$ cat config.mk
export PLATFORM = sky130hd
export DESIGN_NAME = dma_req_arbiter
export DESIGN_NICKNAME = d
export VERILOG_FILES = /design/src/rtl/dma_arb_pkg.sv /design/src/rtl/dma_arb_rst_sync.sv /design/src/rtl/dma_req_latch.sv /design/src/rtl/dma_prio_select.sv /design/src/rtl/dma_grant_ctrl.sv /design/src/rtl/dma_req_arbiter.sv
export SDC_FILE = /design/constraint.sdc
export NUM_CORES = 1
export LEC_CHECK = 0
export BUFFER_PORTS_ARGS = -buffer_cell sky130_fd_sc_hd__buf_2
export CAP_MARGIN = 20
export CORE_AREA = 4 4 56 58
export DETAILED_ROUTE_END_ITERATION = 10
export DIE_AREA = 0 0 60 62
export PLACE_DENSITY = 0.85
export SYNTH_ARGS = -nofsm -noshare
export SYNTH_HDL_FRONTEND = slang
export SYNTH_SLANG_ARGS = --single-unit
$ cat constraint.sdc
create_clock -name clk -period 2.2 [get_ports clk]
set_clock_uncertainty 0.05 [all_clocks]
set_input_delay 0.44 -clock clk [delete_from_list [all_inputs] [get_ports clk]]
set_output_delay 0.44 -clock clk [all_outputs]
set_load 0.05 [all_outputs]
$ cat src/rtl/dma_arb_pkg.sv
package dma_arb_pkg;

  localparam int unsigned PRIO_W     = 2;
  localparam int unsigned NUM_LEVELS = 1 << PRIO_W;

  typedef enum logic [PRIO_W-1:0] {
    LVL_LOW   = 2'd0,
    LVL_MED   = 2'd1,
    LVL_HIGH  = 2'd2,
    LVL_VHIGH = 2'd3
  } ch_level_e;

endpackage

$ cat src/rtl/dma_arb_rst_sync.sv
module dma_arb_rst_sync (
  input  logic clk,
  input  logic rst_n,
  output logic rst_n_sync
);

  logic [1:0] sync_q;

  always_ff @(posedge clk or negedge rst_n) begin
    if (!rst_n) begin
      sync_q <= 2'b00;
    end else begin
      sync_q <= {sync_q[0], 1'b1};
    end
  end

  assign rst_n_sync = sync_q[1];

endmodule

$ cat src/rtl/dma_req_latch.sv
module dma_req_latch #(
  parameter int unsigned NUM_CH = 7
) (
  input  logic              clk,
  input  logic              rst_n,
  input  logic [NUM_CH-1:0] ch_en,
  input  logic [NUM_CH-1:0] ch_sw_mode,
  input  logic [NUM_CH-1:0] hw_req,
  input  logic [NUM_CH-1:0] sw_trig,
  input  logic [NUM_CH-1:0] ch_cnt_zero,
  output logic [NUM_CH-1:0] pend
);

  logic [NUM_CH-1:0] pend_d;
  logic [NUM_CH-1:0] pend_q;

  // next-state: one slice per channel
  for (genvar c = 0; c < NUM_CH; c++) begin : g_ch
    always_comb begin
      if (!ch_en[c]) begin
        pend_d[c] = 1'b0;
      end else if (ch_sw_mode[c]) begin
        pend_d[c] = !ch_cnt_zero[c] && (pend_q[c] || sw_trig[c]);
      end else begin
        pend_d[c] = hw_req[c];
      end
    end

    AST_DISABLED_NOT_PENDING: assert property (@(posedge clk) disable iff (!rst_n)
      !ch_en[c] |=> !pend_q[c]);
    AST_SW_HOLDS: assert property (@(posedge clk) disable iff (!rst_n)
      (pend_q[c] && ch_en[c] && ch_sw_mode[c] && !ch_cnt_zero[c]) |=> pend_q[c]);
    AST_ZERO_CLEARS: assert property (@(posedge clk) disable iff (!rst_n)
      (ch_sw_mode[c] && ch_cnt_zero[c]) |=> !pend_q[c]);
  end

  // register
  always_ff @(posedge clk or negedge rst_n) begin
    if (!rst_n) begin
      pend_q <= '0;
    end else begin
      pend_q <= pend_d;
    end
  end

  assign pend = pend_q;

endmodule

$ cat src/rtl/dma_prio_select.sv
module dma_prio_select
  import dma_arb_pkg::*;
#(
  parameter int unsigned NUM_CH = 7
) (
  input  logic                     clk,
  input  logic                     rst_n,
  input  logic [NUM_CH-1:0]        pend,
  input  logic [NUM_CH*PRIO_W-1:0] ch_prio,
  output logic [NUM_CH-1:0]        winner,
  output logic                     any_pend
);

  logic [NUM_CH-1:0] lvl_pick [NUM_LEVELS];

  // one masked request vector per level, lowest index isolated
  for (genvar l = 0; l < NUM_LEVELS; l++) begin : g_lvl
    logic [NUM_CH-1:0] hit;
    always_comb begin
      for (int c = 0; c < NUM_CH; c++) begin
        hit[c] = pend[c] && (ch_prio[c*PRIO_W +: PRIO_W] == PRIO_W'(l));
      end
    end
    assign lvl_pick[l] = hit & (~hit + NUM_CH'(1));
  end

  // higher levels override lower ones
  always_comb begin
    winner = '0;
    for (int l = 0; l < NUM_LEVELS; l++) begin
      if (|lvl_pick[l]) begin
        winner = lvl_pick[l];
      end
    end
  end

  assign any_pend = |pend;

  function automatic int top_level(input logic [NUM_CH-1:0] p,
                                   input logic [NUM_CH*PRIO_W-1:0] pr);
    int best;
    best = -1;
    for (int c = 0; c < NUM_CH; c++) begin
      if (p[c] && int'(pr[c*PRIO_W +: PRIO_W]) > best) best = int'(pr[c*PRIO_W +: PRIO_W]);
    end
    return best;
  endfunction

  function automatic int first_at(input logic [NUM_CH-1:0] p,
                                  input logic [NUM_CH*PRIO_W-1:0] pr, input int lvl);
    for (int c = 0; c < NUM_CH; c++) begin
      if (p[c] && int'(pr[c*PRIO_W +: PRIO_W]) == lvl) return c;
    end
    return -1;
  endfunction

  AST_WINNER_ONEHOT: assert property (@(posedge clk) disable iff (!rst_n)
    $onehot0(winner) && ((winner != '0) == any_pend));
  AST_WINNER_PENDING: assert property (@(posedge clk) disable iff (!rst_n)
    (winner & ~pend) == '0);
  AST_WINNER_ORDER: assert property (@(posedge clk) disable iff (!rst_n)
    any_pend |-> winner[first_at(pend, ch_prio, top_level(pend, ch_prio))]);

endmodule

$ cat src/rtl/dma_grant_ctrl.sv
module dma_grant_ctrl #(
  parameter int unsigned NUM_CH = 7
) (
  input  logic              clk,
  input  logic              rst_n,
  input  logic [NUM_CH-1:0] winner,
  input  logic              any_pend,
  input  logic              xfer_done,
  output logic [NUM_CH-1:0] grant,
  output logic              idle
);

  logic [NUM_CH-1:0] grant_q;
  logic [NUM_CH-1:0] grant_d;
  logic              grant_en;
  logic              holding;

  assign holding = |grant_q;

  // next-state with explicit enable
  always_comb begin
    grant_en = 1'b0;
    grant_d  = grant_q;
    if (!holding) begin
      grant_en = 1'b1;
      grant_d  = winner;
    end else if (xfer_done) begin
      grant_en = 1'b1;
      grant_d  = '0;
    end
  end

  always_ff @(posedge clk or negedge rst_n) begin
    if (!rst_n) begin
      grant_q <= '0;
    end else if (grant_en) begin
      grant_q <= grant_d;
    end
  end

  assign grant = grant_q;
  assign idle  = !holding;

  AST_GRANT_ONEHOT: assert property (@(posedge clk) disable iff (!rst_n)
    $onehot0(grant_q));
  AST_GRANT_HOLD: assert property (@(posedge clk) disable iff (!rst_n)
    (grant_q != '0 && !xfer_done) |=> $stable(grant_q));
  AST_DONE_RELEASE: assert property (@(posedge clk) disable iff (!rst_n)
    (grant_q != '0 && xfer_done) |=> grant_q == '0);
  AST_ROUND_TAKES_WORK: assert property (@(posedge clk) disable iff (!rst_n)
    (grant_q == '0 && any_pend) |=> grant_q != '0);

endmodule

$ cat src/rtl/dma_req_arbiter.sv
module dma_req_arbiter
  import dma_arb_pkg::*;
#(
  parameter int unsigned NUM_CH = 7
) (
  input  logic                     clk,
  input  logic                     rst_n,
  input  logic [NUM_CH-1:0]        ch_en,
  input  logic [NUM_CH-1:0]        ch_sw_mode,
  input  logic [NUM_CH-1:0]        hw_req,
  input  logic [NUM_CH-1:0]        sw_trig,
  input  logic [NUM_CH-1:0]        ch_cnt_zero,
  input  logic [NUM_CH*PRIO_W-1:0] ch_prio,
  input  logic                     xfer_done,
  output logic [NUM_CH-1:0]        grant,
  output logic                     idle
);

  logic              rst_n_int;
  logic [NUM_CH-1:0] pend;
  logic [NUM_CH-1:0] winner;
  logic              any_pend;

  dma_arb_rst_sync i_rst_sync (
    .clk        (clk),
    .rst_n      (rst_n),
    .rst_n_sync (rst_n_int)
  );

  dma_req_latch #(.NUM_CH(NUM_CH)) i_req_latch (
    .clk         (clk),
    .rst_n       (rst_n_int),
    .ch_en       (ch_en),
    .ch_sw_mode  (ch_sw_mode),
    .hw_req      (hw_req),
    .sw_trig     (sw_trig),
    .ch_cnt_zero (ch_cnt_zero),
    .pend        (pend)
  );

  dma_prio_select #(.NUM_CH(NUM_CH)) i_prio_select (
    .clk      (clk),
    .rst_n    (rst_n_int),
    .pend     (pend),
    .ch_prio  (ch_prio),
    .winner   (winner),
    .any_pend (any_pend)
  );

  dma_grant_ctrl #(.NUM_CH(NUM_CH)) i_grant_ctrl (
    .clk       (clk),
    .rst_n     (rst_n_int),
    .winner    (winner),
    .any_pend  (any_pend),
    .xfer_done (xfer_done),
    .grant     (grant),
    .idle      (idle)
  );

  AST_GRANT_FROM_PENDING: assert property (@(posedge clk) disable iff (!rst_n_int)
    (grant == '0) |=> ((grant & ~$past(pend)) == '0));

endmodule

# Word-level counts from Yosys, hierarchy flattened
# Index checks and enable logic that the tools add are counted.
[word_totals]
register_bits = 16
latchBits = 0
mem_bits_rw = 0
rom_bits = 0
in_bits = 52
out_inout_bits = 8
wordCells = 122
mem_count = 0
[op_classes]
addsub = 4
mul = 0
div = 0
magnitude_cmp = 0
eq_ne = 22
n_shift = 0
muxes = 22
n_bitwise = 8
reduce_logical = 63
[op_table]
columns = ["operator", "count"]
rows = [
  ["$mux 7", 6],
  ["$logic_and 1x1->1", 35],
  ["$reduce_or 7->1", 5],
  ["$add 7x1->7 const B", 4],
  ["$and 7x7->7", 4],
  ["$eq 2x2->1 const B", 14],
  ["$not 7->7", 4],
  ["$mux 1", 16],
  ["$eq 2x1->1 const B", 7],
  ["$logic_not 2->1", 7],
  ["$logic_not 1->1", 8],
  ["$logic_or 1x1->1", 7],
  ["$ne 2x2->1 const B", 1],
  ["$reduce_and 2->1", 1],
]

# Longest topological paths before layout
# Gate-level depths: netlist (run 1).
[depth]
word_depth = 11
mapped_depth = 5
mapped_depth_nobuf = 5

# Hierarchy
# From an unflattened synthesis (run 1), not the netlist that was laid out.
[hier_totals]
cells_unflattened = 151
hier_area_um2 = 1328.8
[modules_own_cells]
columns = ["module", "instances", "cells_per_inst", "area_each_um2", "seq_area_each_um2"]
rows = [
  ["dma_prio_select", 1, 93, 621.8, 0.0],
  ["dma_req_latch", 1, 35, 350.3, 175.2],
  ["dma_grant_ctrl", 1, 20, 302.8, 175.2],
  ["dma_arb_rst_sync", 1, 3, 53.8, 50.0],
]

# Worst setup path before layout (run 1)
# No wires, ideal clock.
[synth_timing]
kind = "register -> register"
start = "register i_grant_ctrl.grant_q[2], in the netlist i_grant_ctrl.grant[2]"
end = "register i_grant_ctrl.grant_q[1], in the netlist i_grant_ctrl.grant[1]"
setup_time_ns = 0.104
t_arrival_ns = 1.798
required_time_ns = 2.046
path_slack_ns = 0.249
stages_incl_launch_ff = 6
path_buffers = 0
synth_period_minus_slack_ns = 1.951
path_cell_list = "dfrtp_1 nor4_4 nand4_4 nor3_4 nand2_2 o41ai_2"
[synth_via]
elab_chain_len = 3
elab_cells_between_ends = 5
cone_classes = "1 x eq/ne; 2 x mux; 2 x reduce/logical"
[synth_lines]
columns = ["item", "line", "rtl"]
rows = [
  ["from (decl)", "dma_grant_ctrl.sv:13", "logic [NUM_CH-1:0] grant_q;"],
  ["from (signal assigned)", "dma_grant_ctrl.sv:37", "grant_q <= grant_d;"],
  ["$reduce_or 7->1 (*)", "dma_grant_ctrl.sv:18", "assign holding = |grant_q;"],
  ["$ne 2x2->1 (no source line) or $mux 1 (tied branches)", "n/a", ""],
  ["$reduce_and 2->1 (no source line)", "n/a", ""],
]
# Every way passes the cells marked *; elsewhere a longest branch is shown, timed or not.
# A chain may end at the register's enable or synchronous reset.

# Worst setup path after layout (run 1)
[layout_timing]
start = "register i_grant_ctrl.grant_q[2], in the netlist i_grant_ctrl.grant[2]"
end = "output idle"
[layout_via]
elab_chain_len = 2
[layout_lines]
columns = ["item", "line", "rtl"]
rows = [
  ["$reduce_or 7->1", "dma_grant_ctrl.sv:18", ""],
  ["$logic_not 1->1", "n/a", ""],
  ["to (decl)", "dma_req_arbiter.sv:16", "output logic idle"],
]
# No other way between the ends.

==> results of run 1 <==
-- final timing paths --
check / end / from / cells past startpoint
worst min-delay path: i_req_latch.pend[1] / i_rst_sync.sync_q[1] / 0
worst min register to register: i_req_latch.pend[1] / i_rst_sync.sync_q[1] / 0
worst max-delay path: idle / i_grant_ctrl.grant[2] / 4
max in group asynchronous: i_grant_ctrl.grant[4] / i_rst_sync.sync_q[1] / 0
min in group clk: i_req_latch.pend[1] / ch_en[1] / 2
worst max register to register: i_grant_ctrl.grant[2] / i_grant_ctrl.grant[2] / 5
-- worst max-delay path: stages (launching register included) --
cell     delay (ps)
dfrtp_1         440
nor4_4          390
nand2_1         120
inv_1            60
buf_2           250
-- registers in the layout, indices dropped and copies added, names as in the netlist --
name and count:
i_grant_ctrl.grant 7, i_req_latch.pend 7, i_rst_sync.sync_q 2
-- area by class of cell --
type	instances	area [sq um]
tap	31	38.8
inverter	8	30.0
timing repair buffer	61	313
clock buffer	4	36.3
sequential	16	400
multi-input combinational	129	863
fill	247	981
-- Yosys cell counts (3+ instances only) --
cell | number | share of area
nor3b_1 | 3 | 0.017
o2111ai_1 | 3 | 0.020
nor2_1 | 24 | 0.070
o2bb2ai_1 | 4 | 0.027
nor2b_1 | 10 | 0.048
o21ai_0 | 4 | 0.015
dfrtp_1 | 16 | 0.31
inv_1 | 8 | 0.023
nand3_1 | 12 | 0.046
or3b_2 | 3 | 0.020
o31ai_1 | 3 | 0.017
nand3b_1 | 13 | 0.075
mux2i_1 | 7 | 0.054
and3_1 | 3 | 0.015
nand2_1 | 7 | 0.020
a21oi_1 | 3 | 0.012
-- kinds of logic after synthesis --
logic type / after synthesis
and+or+nand+nor: 91
AOI/OAI and AO/OA: 29
DFF: 16
buffers and inverters: 8
muxes: 7
xor gates and xnor gates: 1
other: 1
-- power groups by stage --
stage	Clock [mW]	Sequential, mW	Combinational (mW)
2_1_floorplan	0	0.517	0.413
3_3_place_gp	0	0.399	0.707
3_5_place_dp	0	0.402	0.712
4_1_cts	0.207	0.396	0.717
5_1_grt	0.217	0.404	0.776
6_report	0.204	0.394	0.715
-- through the flow --
step	cells	total power [mW]	hold WS, ps
2_1_floorplan	153	0.931	94.4
3_3_place_gp	244	1.11	176
3_5_place_dp	244	1.11	178
4_1_cts	249	1.32	230
5_1_grt	249	1.40	256
6_report	249	1.31	191
-- metal layers --
layer	global-route usage	share of wire	up-vias
met4	0.0791	0.023	0
met2	0.336	0.48	71
li1	-	-	704
met1	0.244	0.39	649
met3	0.0517	0.10	16
met5	0	0	-
==> impl_metrics.toml, run 1 <==
[outcome]
status = "finished, final reports clean"

[synth]
syn_inst = 153
synth.avg_cell_area_sq_um = 8.46
synth_top_family_by_area = "simple AND/OR/NAND/NOR gates"
yosysUniqueCellTypes = 39
synth_nets = 205
syn_area_sq_um = 1290
synth_compound_area_frac = 0.179
muxShareOfSynthArea = 0.0542
synth_flop_cell = "dfrtp_1"
synth_edf_count = 0
ys_seq_area_frac = 0.309
ys_warn_count = 0
synthAdderAreaFrac = 0
synth-seq-cells = 16
synthSimpleGateAreaFrac = 0.425
synth-xor-area-share = 0.00677
async_flop_share = 1.00

[floorplanning]
boundaryPins = 60
die_h_um = 62
core_area_sq_um = 2660
die-width_um = 60
start_util = 0.486
row_count = 19
fp.dieArea_sq_um = 3720

[grt]
grt_pass1_wl_mm = 5.61
grt_overflow = 0
grt_max_degree = 15
grt_pass1_vias = 1341
antenna_found_initial = 0
track_usage = 0.200

[final_layout]
drive_gt1_frac = 0.349
nNetsFinal = 271
area_delta_synth_final_pct = 30.0
design_area_sq_um = 1680
diodes = 0
post-route-util = 0.632
mostFrequentLayoutCell = "buf_2"
final_cell_mix = "buf_2 (59), nor2_1 (24), dfrtp_1 (16)"

[setup_path]
worstPathArrival_ps = 1550
cp-end-kind = "output pin"
worstPathRequired_ps = 1710
crit_type = "reg2out"
critPathLaunchType = "flip-flop"
path_max_fanout = 3
rrSetupSlack_ps = 230

[sta]
slew_violations = 0
tightestPinTransition_ps = 588
max_freq_ghz = 0.490
report.final.hold_viol_count = 0
tns_ps = 0
final.min_clock_period_ps = 2040
post-route-period-util = 0.928
relSlewSlack = 0.608
rsz0062_at_grt = "false"
finalSetupViolCount = 0
setup_ws_ps = 158

[clocking]
clkSinkCount = 16
clk_pin_slew_ps = 100
htreeDepth = 1
tritoncts = "built"
cts_setup_buffers = 0
hold_buffers = 1
clockRootBuffer = "clkbuf_4"
cts_buffers = 3
cts_buffer_depth = 2
cts_resized = 0
clk_latency_ps = 290

[min_path]
hold_path.class = "reg2async"

[run]
timing.max_cap.violations = 0

[power_and_ir_drop]
clock_power_share = 0.155
swShare = 0.473
p_int_mw = 0.692
vdd_drop_max_v = 0.000583
power_density_nw_per_um2 = 781
seq_power_share = 0.300
p_comb_frac = 0.545
p_leak_nw = 0.840
power_switching_mw = 0.621

[placed_design]
dpl_cell_area_sq_um = 1640
dp_hpwl_mm = 2.87
portBuffers = 59
pre_cts_slack_ps = 307
globalplace.congestion = 0.937

[drt]
drt-initial-drc-count = 47
via_per_inst = 5.78
wl_per_cell_um = 13.7
first_pass_iters = 4
wl_mm = 3.41
ant_nets = 0
drc = 0
vias = 1440
(Power assumes the default switching activity.)
==> inputs of run 2 (changes only) <==
- CORE_AREA: 4 4 56 58 -> 2 2 54 56
- DIE_AREA: 0 0 60 62 -> 0 0 56 58
==> run 2 against run 1 <==
Power decreased by 0.30%; largest cell class unchanged; sequential share of layout area increased by 0.11 points; critical path type unchanged; register-to-register slack about the same; largest power group unchanged; critical endpoint unchanged.
==> impl_metrics.toml, run 2 (synthesis results as in run 1) <==
[setup_path]
ff2ff_path_depth = 5
worstPathRequired_ps = 1710
cp-end-kind = "output pin"
r2r_start = "i_grant_ctrl.grant[2]"
r2r_end = "i_grant_ctrl.grant[2]"
critPathLaunchType = "flip-flop"
rrSetupSlack_ps = 220
crit_type = "reg2out"
worstPathArrival_ps = 1570
path_max_fanout = 3

[clocking]
cts_resized = 0
cts_setup_buffers = 0
cts_buffers = 3
tritoncts = "built"
clkSinkCount = 16
clk_latency_ps = 290
clk_pin_slew_ps = 90
clockRootBuffer = "clkbuf_4"
htreeDepth = 1
cts_buffer_depth = 2

[sta]
rsz0062_at_grt = "false"
relSlewSlack = 0.608
final.min_clock_period_ps = 2060
report.final.hold_viol_count = 0
slew_violations = 0
tns_ps = 0
whs_ps = 195
max_freq_ghz = 0.485
tightestPinTransition_ps = 589
post-route-period-util = 0.937
finalSetupViolCount = 0

[drt]
drc = 0
ant_nets = 0
wl_mm = 3.25
vias = 1407
wl_per_cell_um = 13.1
first_pass_iters = 4
drt-initial-drc-count = 74
via_per_inst = 5.67

[power_and_ir_drop]
p_leak_nw = 0.835
swShare = 0.471
power_switching_mw = 0.617
p_comb_frac = 0.546
clock_power_share = 0.152
vdd_drop_max_v = 0.000598
seq_power_share = 0.302
p_int_mw = 0.692
power_mw = 1.31
power_density_nw_per_um2 = 782

[placed_design]
dpl.cell_count = 243
dpl_cell_area_sq_um = 1630
dp_hpwl_mm = 2.66
globalplace.congestion = 0.890
portBuffers = 59

[final_layout]
diodes = 0
design_area_sq_um = 1670
nNetsFinal = 270
fillers = 251
seq_area_sq_um = 400
drive_gt1_frac = 0.346
multi_input_area_sq_um = 863
area_delta_synth_final_pct = 29.4
final_cell_mix = "buf_2 (59), nor2_1 (24), dfrtp_1 (16)"
mostFrequentLayoutCell = "buf_2"
instances_no_fill = 248

[floorplanning]
core_area_sq_um = 2660
fp.dieArea_sq_um = 3250
die_h_um = 58
die-width_um = 56
boundaryPins = 60
start_util = 0.486
row_count = 19

[run]
timing.max_cap.violations = 0

[outcome]
status = "finished, final reports clean"

[grt]
grt_pass1_vias = 1314
track_usage = 0.210
grt_max_degree = 15
antenna_found_initial = 0
grt_pass1_wl_mm = 5.46
grt_overflow = 0

[min_path]
hold_path.class = "reg2async"
[run 2: cell types whose count changed in the layout (fill, tap and decap cells not counted)]
cell | previous run | this run
buf_4 | 1 | 0
[run 2: worst max-delay path by stage]
stage,slack (ps),cells past startpoint,startpoint,endpoint
global placement,300,5,i_grant_ctrl.grant[2],i_grant_ctrl.grant[2]
CTS,120,4,i_grant_ctrl.grant[2],idle
global route,10,4,i_grant_ctrl.grant[2],idle
finish,140,4,i_grant_ctrl.grant[2],idle
floorplan,250,5,i_grant_ctrl.grant[2],i_grant_ctrl.grant[1]
detailed placement,290,5,i_grant_ctrl.grant[2],i_grant_ctrl.grant[2]
[run 2: metrics by stage]
stage | worst slack, ps | util
2_1_floorplan | 249 | -
3_3_place_gp | 295 | 0.611
3_5_place_dp | 289 | 0.611
4_1_cts | 120 | 0.629
5_1_grt | 14.9 | 0.629
6_report | 138 | 0.629
[run 2: worst max-delay path, cell delays in order (launching register included)]
cell and delay, ps:
dfrtp_1 440, nor4_4 400, nand2_1 120, inv_1 70, buf_2 250
[run 2: timing repair]
item,CTS,global route
endpoints found under the hold margin,2,0
setup endpoints to repair,0,0
hold buffers,1,0
[run 2: power groups by stage]
stage / clock [mW] / sequential (mW) / combinational [mW]
6_report: 0.199 / 0.395 / 0.714
5_1_grt: 0.216 / 0.406 / 0.775
4_1_cts: 0.207 / 0.397 / 0.715
3_5_place_dp: 0 / 0.403 / 0.707
3_3_place_gp: 0 / 0.400 / 0.700
2_1_floorplan: 0 / 0.517 / 0.413
[run 2: layer usage]
layer	part of all wire	wire (um)	GRT usage	vias to the layer above
met1	0.41	1330	0.265	638
met2	0.49	1600	0.371	63
li1	-	-	-	700
met5	0	0	0	-
met4	0.012	38	0.0408	0
met3	0.088	285	0.0469	6
[run 2: final cells by class]
type                       count  area share
clock buffer                   4      0.0217
inverter                       8      0.0179
multi-input combinational    129       0.516
sequential                    16       0.239
tap                           31      0.0232
timing repair buffer          60       0.182
==> inputs of run 3 (changes only) <==
- CORE_AREA: 2 2 54 56 -> 2 2 55 57
- DIE_AREA: 0 0 56 58 -> 0 0 57 59
- PLACE_DENSITY: 0.85 -> 0.81
- SYNTH_HIERARCHICAL: default -> 1
==> run 3 against run 2 <==
First-iteration DRC count fell by 1.4%; critical path depth up 3; worst setup slack worse by 26 ps; highest routed layer unchanged; die area grew 3.5%; critical endpoint is now i_grant_ctrl/grant[2]; register-to-register slack got worse by 110 ps; non-clock buffer count up 7.
==> impl_metrics.toml, run 3 <==
[grt]
grt_pass1_wl_mm = 6.30
grt_pass1_vias = 1512
antenna_found_initial = 0
grt_max_degree = 15
grt_overflow = 0
track_usage = 0.238

[sta]
whs_ps = 173
tightestPinTransition_ps = 534
tns_ps = 0
final.min_clock_period_ps = 2090
relSlewSlack = 0.644
max_freq_ghz = 0.479
rsz0062_at_grt = "true"
report.final.hold_viol_count = 0
setup_ws_ps = 111
slew_violations = 0
post-route-period-util = 0.949
finalSetupViolCount = 0

[placed_design]
dpl_cell_area_sq_um = 1690
globalplace.congestion = 0.879
portBuffers = 59
pre_cts_slack_ps = -115
dp_hpwl_mm = 3.15
dpl.cell_count = 242

[synth]
syn_inst = 148
syn_area_sq_um = 1310
synth.avg_cell_area_sq_um = 8.88
synth_nets = 200
ys_warn_count = 6

[setup_path]
worstPathArrival_ps = 2260
r2r_start = "i_req_latch/pend[0]"
r2r_end = "i_grant_ctrl/grant[2]"
critPathLaunchType = "flip-flop"
cp-end-kind = "flip-flop"
critPathCapture = "i_grant_ctrl/grant[2]"
cp-startpoint = "i_req_latch/pend[0]"
crit_type = "reg2reg"
rrSetupSlack_ps = 110
worstPathRequired_ps = 2370
critPathMaxStageDelay_ps = 430
path_cells = "nand2_1 > o221ai_2 > nor3_4 > nand4_2 > o32ai_1 > nor4b_2 > a22o_1"
cp_slowest_cell = "dfrtp_1"
path_max_fanout = 5
ff2ff_path_depth = 7

[final_layout]
diodes = 0
instances_no_fill = 247
design_area_sq_um = 1750
mostFrequentLayoutCell = "buf_2"
fillers = 226
final_cell_mix = "buf_2 (59), dfrtp_1 (16), nor2_1 (14)"
drive_gt1_frac = 0.398
nNetsFinal = 269
area_delta_synth_final_pct = 33.3
post-route-util = 0.646

[power_and_ir_drop]
p_leak_nw = 0.798
vdd_drop_max_v = 0.000504
power_density_nw_per_um2 = 622
power_mw = 1.09

[drt]
first_pass_iters = 4
vias = 1460
drt-initial-drc-count = 73
wl_per_cell_um = 15.3
ant_nets = 0
drc = 0
via_per_inst = 5.91
wl_mm = 3.78

[floorplanning]
start_util = 0.485
die_h_um = 59
core_area_sq_um = 2710
die-width_um = 57
boundaryPins = 60
row_count = 19
fp.dieArea_sq_um = 3360

[clocking]
tritoncts = "built"
cts_buffer_depth = 2
htreeDepth = 1
clkSinkCount = 16
cts_setup_buffers = 0
clk_pin_slew_ps = 90
clockRootBuffer = "clkbuf_4"
clk_latency_ps = 280
cts_buffers = 3

[min_path]
hold_path.class = "reg2async"

[run]
timing.max_cap.violations = 0

[outcome]
status = "finished, final reports clean"
==> run 3: layout make-up <==
cell class                      instances  area, sq um  share of cell area
Sequential cell                        16          400               0.229
Multi-Input combinational cell        126          907               0.518
Timing Repair Buffer                   67          358               0.204
Clock buffer                            4         36.3              0.0207
Tap cell                               31         38.8              0.0221
Inverter                                3         11.3             0.00643
==> run 3: worst min path at each step <==
stage                            end                  from  cells past startpoint
2_1_floorplan   i_rst_sync/sync_q[0]                 rst_n                      0
3_3_place_gp    i_rst_sync/sync_q[0]                 rst_n                      1
3_5_place_dp    i_rst_sync/sync_q[0]                 rst_n                      1
4_1_cts        i_grant_ctrl/grant[5]  i_rst_sync/sync_q[1]                      0
5_1_grt          i_req_latch/pend[4]  i_rst_sync/sync_q[1]                      0
6_report       i_grant_ctrl/grant[5]  i_rst_sync/sync_q[1]                      0
==> run 3: metal layers <==
metal / vias to the layer above / track usage / part of all wire
li1: 710 / - / -
met4: 0 / 0.133 / 0.014
met1: 677 / 0.255 / 0.38
met5: - / 0 / 0
met2: 65 / 0.442 / 0.54
met3: 8 / 0.0415 / 0.070
==> run 3: where the power goes <==
group          switching [mW]  internal [mW]
Sequential             0.0542          0.327
Combinational           0.313          0.205
Clock                  0.0890          0.101
==> run 3: repair_timing <==
| item | CTS | global route |
|---|---|---|
| hold endpoints to repair | 2 | 0 |
| endpoints found under the setup margin | 0 | 2 |
| hold buffers | 1 | 0 |
| resized for setup | 0 | 3 |
==> run 3: worst max-delay path: cells and delay by family, from the launching register on <==
family	cells	cell delay [ps]
AND/OR/NAND/NOR	4	870
flip-flops	1	430
AO/OA/AOI/OAI	3	680
